### src/rtl/flash_window_reader.sv
module flash_window_reader #(
  parameter int NCS       = 4,
  parameter int MAXLEN    = 8,
  parameter int WIN_BYTES = 65536
) (
  input  logic                          clk,
  input  logic                          rst_n,
  input  logic                          cfg_we,
  input  logic [7:0]                    cfg_addr,
  input  logic [31:0]                   cfg_wdata,
  input  logic                          rd_req,
  input  logic [$clog2(NCS)-1:0]        rd_cs,
  input  logic [31:0]                   rd_addr,
  input  logic [$clog2(MAXLEN+1)-1:0]   rd_len,
  output logic                          rd_ready,
  output logic                          rd_valid,
  output logic                          rd_err,
  output logic [8*MAXLEN-1:0]           rd_data,
  output logic                          sclk,
  output logic [NCS-1:0]                cs_n,
  output logic [3:0]                    io_out,
  output logic [3:0]                    io_oe,
  input  logic [3:0]                    io_in
);
  localparam int CSW = $clog2(NCS);
  localparam int LW  = $clog2(MAXLEN+1);
  localparam int BW  = (MAXLEN > 1) ? $clog2(MAXLEN) : 1;
  localparam int CW  = $clog2(MAXLEN*8 + 41);
  localparam logic [7:0] MODE_OFS  = 8'h64;
  localparam logic [7:0] SETUP_OFS = 8'h54;

  typedef enum logic [2:0] {S_IDLE, S_HDR, S_DUM, S_DAT, S_DONE} st_t;

  st_t              st;
  logic             sw_en, ph, err_q;
  logic [13:0]      setup [NCS];
  logic [CW-1:0]    cnt, beats_q;
  logic [39:0]      tx;
  logic [CSW-1:0]   cs_q;
  logic [1:0]       wsh, dum;
  logic [7:0]       bsh, nbyte;
  logic [2:0]       bcnt;
  logic [3:0]       nbc;
  logic [BW-1:0]    bidx;
  logic [8*MAXLEN-1:0] rx;
  logic [13:0]      sel;
  logic [1:0]       wcode;
  logic [31:0]      ashift;
  logic             req_ok, active;

  always_ff @(posedge clk or negedge rst_n) begin
    if (!rst_n) begin
      sw_en <= 1'b0;
      for (int i = 0; i < NCS; i++) setup[i] <= '0;
    end else if (cfg_we) begin
      if (cfg_addr == MODE_OFS) sw_en <= cfg_wdata[0];
      for (int i = 0; i < NCS; i++)
        if (cfg_addr == SETUP_OFS + 8'(4*i)) setup[i] <= cfg_wdata[13:0];
    end
  end

  assign sel    = (32'(rd_cs) < NCS) ? setup[rd_cs] : '0;
  assign wcode  = (sel[13:12] == 2'd1) ? 2'd1 : (sel[13:12] == 2'd3) ? 2'd2 : 2'd0;
  assign ashift = rd_addr << (5'd8 * (5'd3 - {3'b0, sel[9:8]}));
  assign req_ok = sw_en && (rd_len != '0) && (32'(rd_len) <= MAXLEN) &&
                  (32'(rd_cs) < NCS) &&
                  ({1'b0, rd_addr} + 33'(rd_len) <= 33'(WIN_BYTES));

  always_comb begin
    case (wsh)
      2'd1:    nbyte = {bsh[5:0], io_in[1:0]};
      2'd2:    nbyte = {bsh[3:0], io_in[3:0]};
      default: nbyte = {bsh[6:0], io_in[0]};
    endcase
    nbc = {1'b0, bcnt} + (4'd1 << wsh);
  end

  always_ff @(posedge clk or negedge rst_n) begin
    if (!rst_n) begin
      st <= S_IDLE; ph <= 1'b0; err_q <= 1'b0; cnt <= '0; beats_q <= '0;
      tx <= '0; cs_q <= '0; wsh <= '0; dum <= '0; bsh <= '0; bcnt <= '0;
      bidx <= '0; rx <= '0;
    end else begin
      case (st)
        S_IDLE: if (rd_req) begin
          err_q <= !req_ok;
          rx    <= '0;
          bcnt  <= '0;
          bidx  <= '0;
          bsh   <= '0;
          ph    <= 1'b0;
          if (req_ok) begin
            st      <= S_HDR;
            cs_q    <= rd_cs;
            tx      <= {sel[7:0], ashift};
            cnt     <= CW'(16) + CW'({sel[9:8], 3'b000});
            dum     <= sel[11:10];
            wsh     <= wcode;
            beats_q <= CW'({rd_len, 3'b000} >> wcode);
          end else begin
            st <= S_DONE;
          end
        end
        S_HDR, S_DUM, S_DAT: begin
          ph <= ~ph;
          if (ph) begin
            if (st == S_HDR) tx <= {tx[38:0], 1'b0};
            if (st == S_DAT) begin
              bsh <= nbyte;
              if (nbc[3]) begin
                rx[{bidx, 3'b000} +: 8] <= nbyte;
                bidx <= bidx + 1'b1;
                bcnt <= '0;
              end else begin
                bcnt <= nbc[2:0];
              end
            end
            if (cnt == CW'(1)) begin
              if (st == S_HDR && dum != 2'd0) begin
                st  <= S_DUM;
                cnt <= CW'({dum, 3'b000});
              end else if (st == S_DAT) begin
                st <= S_DONE;
              end else begin
                st  <= S_DAT;
                cnt <= beats_q;
              end
            end else begin
              cnt <= cnt - 1'b1;
            end
          end
        end
        default: st <= S_IDLE;
      endcase
    end
  end

  assign active   = (st == S_HDR) || (st == S_DUM) || (st == S_DAT);
  assign rd_ready = (st == S_IDLE);
  assign rd_valid = (st == S_DONE);
  assign rd_err   = err_q;
  assign rd_data  = rx;
  assign sclk     = ph;
  assign io_out   = {3'b000, (st == S_HDR) ? tx[39] : 1'b0};
  assign io_oe    = {3'b000, (st == S_HDR) || (st == S_DUM)};

  for (genvar i = 0; i < NCS; i++) begin : g_cs
    assign cs_n[i] = !(active && cs_q == CSW'(i));
  end
endmodule


### config.mk
export PLATFORM = sky130hd
export DESIGN_NAME = flash_window_reader
export DESIGN_NICKNAME = d
export VERILOG_FILES = /design/src/rtl/flash_window_reader.sv
export SDC_FILE = /design/constraint.sdc
export NUM_CORES = 1
export LEC_CHECK = 0
export ABC_CLOCK_PERIOD_IN_PS = 3600
export BUFFER_PORTS_ARGS = -buffer_cell sky130_fd_sc_hd__buf_4
export CORE_ASPECT_RATIO = 1.1
export CORE_UTILIZATION = 50
export DETAILED_ROUTE_END_ITERATION = 10
export HOLD_SLACK_MARGIN = 0.08
export PLACE_DENSITY = 0.72
export SYNTH_ARGS = -nofsm -noshare
export SYNTH_HDL_FRONTEND = slang
export SYNTH_SLANG_ARGS = --single-unit
### constraint.sdc
create_clock -name clk -period 3.6 [get_ports clk]
set_input_delay 0.72 -clock clk [delete_from_list [all_inputs] [get_ports clk]]
set_output_delay 0.72 -clock clk [all_outputs]
set_load 0.05 [all_outputs]
======== Word level (Yosys, flattened, before mapping) ========
Index checks and enable logic that the tools add are counted.
Widths: inputs -> output; s select.
word-level totals
  flip-flop bits (word level) ............. 199
  input port bits ......................... 86
  output and inout port bits .............. 80
  word-level logic and storage cells ...... 141
cells by class
  add/sub/neg operators ................... 7
  magnitude comparators ................... 3
  equality and inequality tests ........... 25
  shift-type cells ........................ 5
  mux-type cells .......................... 47
  bitwise gates (word level) .............. 2
  reductions and logical operators ........ 34
operator list
  cell                    number
  $mux 64                 4
  $mux 40                 4
  $pmux 64 s2             1
  $pmux 40 s2             1
  $bwmux 64               1
  $shift 8x8->64 const A  1
  $shiftx 8x8->64         1
  $mux 7                  9
  $eq 8x7->1 const B      5
  $mux 3                  13
  $add 32x4->33           1
  $le 33x17->1 const B    1
  $shl 32x5->32           1
  $bmux 14 s2             1
  $mux 14                 2
  $pmux 7 s2              2
  $pmux 3 s2              3
  $pmux 8 s2              1
  $reduce_and 5->1        3
  $reduce_and 2->1        7
  $ne 2x2->1 const B      6
  $eq 2x2->1 const B      4
  $logic_and 1x1->1       8
  $neg 6->8               1
  other kinds (30)        42

======== Longest topological paths before layout ========
  depth in word-level cells ............... 9
  depth in mapped cells ................... 13
  depth with buffers taken out ............ 11

======== Least setup slack after synthesis ========
No wires, ideal clock.
  path kind ............................... input to register
  start point ............................. input rd_addr[0]
  end point ............................... register beats_q[1]
  library setup time ...................... 0.125 ns
  arrival ................................. 3.347 ns
  required time ........................... 3.475 ns
  path slack .............................. 0.128 ns
  cell stages on the path ................. 12
  buffers on the path ..................... 2
  cell sequence ........................... ha_1 > fa_1 > nand3_1 > and2_1 > clkbuf_1 > nor3_2 > or3_1 > a2111oi_0 > and4b_1 > nand3_4 > buf_6 > mux2_4
between the ends
  word-level cells in the longest chain between the ends .. 4
ends and longest elaborated chain
  item                               line  RTL
  start: declaration                 13    input logic [31:0] rd_addr,
  $add 32x4->33                      67    ({1'b0, rd_addr} + 33'(rd_len) <= 33'(WIN_BYTES));
  $le 33x17->1                       67
  $logic_and 1x1->1                  66    (32'(rd_cs) < NCS) &&
  $reduce_and 3->1 (no source line)  n/a
  end signal: assignment             99    beats_q <= CW'({rd_len, 3'b000} >> wcode);
  end: declaration                   37    logic [CW-1:0] cnt, beats_q;
No other way between the ends.
A chain may end at the register's enable or synchronous reset.

======== Final worst setup path ========
  start point ............................. input rd_addr[2]
  end point ............................... register tx[9]
between the ends
  word-level cells in the longest chain between the ends .. 5
ends and longest elaborated chain
  item                               line  RTL
  $add 32x4->33                      67
  $le 33x17->1                       67
  $logic_and 1x1->1                  66
  $ne 2x1->1 (no source line)        n/a
  $reduce_and 5->1 (no source line)  n/a
  end signal: assignment             95    tx <= {sel[7:0], ashift};
  end signal: assignment             107   if (st == S_HDR) tx <= {tx[38:0], 1'b0};
  end: declaration                   38    logic [39:0] tx;
No other way between the ends.

==> flow_summary.toml <==
[finish]
drive_above_1_share_pct = 25.9
fin_area_um2 = 13900
diodes = 0
area_growth_syn_to_layout_pct = 19.5
layout_commonest_cell = "dfrtp_1"
layout_common_cells = "dfrtp_1 (199), buf_4 (192), nand2_1 (155)"
fin_util_pct = 60.8
nets = 1435

[power_and_ir_drop]
comb_power_share_pct = 10.7
internal_power_w = 0.00347
power_leakage_nw = 6.11
totalPowerFinal_w = 0.00486
ir_worst_vdd_mv = 0.303
p_clk_share_pct = 41.7
powerDensity_nw_per_um2 = 351
pwr-share-seq_pct = 47.6
sw_frac_of_total_pct = 28.5
power.switching_w = 0.00138

[die]
die_w_um = 147
die_area_um2 = 23800
io_pins = 166
initial_core_util_pct = 50.9
num_rows = 58
floorplan.die.height_um = 162
fp.coreArea_um2 = 22800

[drt]
remaining_drc_errors = 0
wl_um = 30200
drt_iter0_markers = 668
ant_nets = 0
wire_per_inst_um = 18.4
via_per_inst = 6.14
dr.pass1.iters = 5
vias = 10100

[setup_path]
cp_data_arrival_time_ns = 3.55
worstReg2RegStart = "wsh[1]$_DFFE_PN0P_"
slowest_stage = "nor4_1"
r2r_cells = 11
cp_num_buf_inv = 3
cp_slowest_stage_delay_ns = 0.41
path_depth = 12
worstPathCellList = "buf_4 -> ha_1 -> or2_2 -> a31o_1 -> a2111oi_0 -> o22ai_1 -> nor4_1 -> a21o_2 -> buf_12 -> buf_12 -> o21a_1 -> o211ai_1"
end_kind = "flip-flop"
cp_top_family = "compound AO/OA/AOI/OAI gates"
r2r_setup_slack_ns = 0.39
crit_type = "in2reg"
cpMostUsedCell = "buf_12"
reg2reg_to = "rd_data[21]$_DFFE_PN0P_"
critical_path.endpoint = "tx[9]$_DFFE_PN0P_"
critPathLaunch = "rd_addr[2]"
crit_required_ns = 3.91
cp_max_fo = 24
crit_path_start_kind = "input port"

[clocking]
cts.sinks = 199
cts_buffers = 17
post_cts_resized = 0
clock_path_buffers = 2
path_clk_slew_ns = 0.08
insertion_delay_ns = 0.44
htreeDepth = 4
post_cts_buffers = 0
postCtsHoldBufs = 0
cts_root_buffer = "clkbuf_16"
tritoncts = "yes"

[synthesis]
synth_seq_area_share_pct = 43.0
async_reset_ff_share_pct = 100
ys_ff_latch = 199
ys_warn_count = 0
syn_avg_cell_area_um2 = 9.64
syn_area_um2 = 11600
synth_ff_type = "dfrtp_1"
synth_cell_types = 73
synth_edf_count = 0
synth_cells = 1203

[placement]
dp_hpwl_um = 21300
io_buffers = 141
gp_congestion = 0.936
place_area_um2 = 13200
dp_worst_setup_slack_ns = -0.0778

[sta]
rsz0062_at_grt = "false"
fmax_mhz = 309
slew_headroom_pct = 35.9
fin_ws_ns = 0.363
finalSetupViolations = 0
whs_ns = 0.256
period_needed_ns = 3.24
hold_violations = 0
drv_slew = 0
worst_clock_skew_ns = 0.0173
worstMarginPinSlew_ns = 0.957
finalCritPeriodShare_pct = 89.9

[outcome]
status = "finished clean"

[grt]
grt_pass1_vias = 9480
antenna_found_initial = 0
grt_overflow = 0
grt_max_degree = 72
grt_util_all_layers_pct = 26.0
grt_first_pass_wirelength_um = 49800

[worst_hold_path]
hold_path.class = "in2async"

[run]
maxCapViolCount = 0
==> worst register-to-register path, stage by stage, from the launching register on <==
cell and delay [ns]:
dfrtp_1 0.41, inv_1 0.11, ha_1 0.38, ha_1 0.30, a21o_1 0.17, a21oi_1 0.18
xor2_1 0.11, buf_4 0.16, a21oi_1 0.43, nand3_1 0.49, nand3_1 0.21, o21ai_0 0.11
==> cells by family after synthesis <==
group / Yosys count / synth area share, %
adder cells (fa/ha/maj): 18 / 2.07
other: 1 / 0.0323
AO/OA/AOI/OAI: 299 / 17.6
multiplexers: 137 / 14.3
XOR/XNOR: 17 / 1.28
buffers and inverters: 114 / 4.14
AND/OR/NAND/NOR: 418 / 17.7
flip-flops: 199 / 43.0
==> power groups by stage <==
| stage | Sequential [W] | Clock, W | Combinational, W |
|---|---|---|---|
| final | 0.00231 | 0.00203 | 0.000521 |
| after global routing | 0.00232 | 0.00215 | 0.000564 |
| after CTS | 0.00231 | 0.00206 | 0.000524 |
| after detailed placement | 0.00235 | 0 | 0.000522 |
| after global placement | 0.00235 | 0 | 0.000515 |
| after floorplan | 0.00240 | 0 | 0.000221 |
==> state kept, by name, indices dropped and copies added, names as in the netlist <==
signal / cells
bidx: 3
tx: 40
setup: 56
cnt: 7
cs_q: 2
rd_data: 64
rd_err: 1
st: 3
sclk: 1
bcnt: 3
wsh: 2
dum: 2
beats_q: 7
bsh: 7
sw_en: 1
==> metrics by stage <==
stage | TNS (ns) | cells
global route | 0 | 1644
CTS | 0 | 1644
detailed placement | -1.83 | 1612
finish | 0 | 1644
global placement | -1.62 | 1612
floorplan | 0 | 1208
==> worst min-delay path by stage <==
stage | start | end | cells past startpoint
floorplan | rst_n | bcnt[0]$_DFFE_PN0P_ | 0
finish | rst_n | bcnt[0]$_DFFE_PN0P_ | 1
global route | rst_n | bcnt[0]$_DFFE_PN0P_ | 1
CTS | rst_n | bcnt[0]$_DFFE_PN0P_ | 1
detailed placement | beats_q[0]$_DFFE_PN0P_ | beats_q[0]$_DFFE_PN0P_ | 1
global placement | bsh[6]$_DFFE_PN0P_ | bsh[6]$_DFFE_PN0P_ | 2
==> routing by layer <==
metal  share of wire [%]  GRT usage [%]
met1                  43           35.4
met2                  49           42.8
met3                 5.0           2.98
met4                 2.8           9.84
met5                   0              0
==> synthesized netlist by cell type (3+ instances only) <==
cell | count | share of area [%]
o31ai_1 | 3 | 0.19
clkbuf_1 | 59 | 1.9
mux2_2 | 72 | 7.0
or4_1 | 6 | 0.39
or3_1 | 6 | 0.32
or2_2 | 5 | 0.27
a21o_1 | 6 | 0.39
mux2_4 | 6 | 0.78
o211ai_1 | 47 | 3.0
nor4_1 | 6 | 0.32
nand4_1 | 38 | 2.1
and3_1 | 6 | 0.32
a221oi_1 | 10 | 0.76
nand2b_1 | 7 | 0.38
a31o_2 | 4 | 0.30
nand3b_1 | 4 | 0.26
a211oi_1 | 16 | 1.0
mux4_2 | 13 | 2.5
a2111oi_0 | 3 | 0.23
o22ai_1 | 4 | 0.22
nand2_1 | 156 | 5.1
o21ai_1 | 3 | 0.13
nor2b_1 | 8 | 0.43
xnor2_1 | 10 | 0.76
o21ai_0 | 77 | 3.3
mux2i_1 | 45 | 3.9
buf_4 | 7 | 0.45
a21oi_1 | 25 | 1.1
buf_2 | 14 | 0.60
inv_1 | 17 | 0.55
nor3_1 | 19 | 0.82
xor2_1 | 7 | 0.53
nand3_1 | 73 | 3.2
nor2_1 | 61 | 2.0
dfrtp_1 | 199 | 43
buf_1 | 15 | 0.49
and2_1 | 5 | 0.27
ha_1 | 16 | 1.7
o21a_1 | 32 | 2.1
a22o_1 | 7 | 0.53
a22oi_1 | 38 | 2.5
a31oi_1 | 10 | 0.54
==> area by class of cell <==
| class | count | area, um2 |
|---|---|---|
| Sequential cell | 199 | 4980 |
| Clock buffer | 17 | 425 |
| Clock inverter | 15 | 215 |
| Tap cell | 300 | 375 |
| Fill cell | 1958 | 8940 |
| Multi-Input combinational cell | 895 | 6180 |
| Timing Repair Buffer | 201 | 1620 |
| Inverter | 17 | 63.8 |
Note: power is estimated with default switching activity, not from simulation.
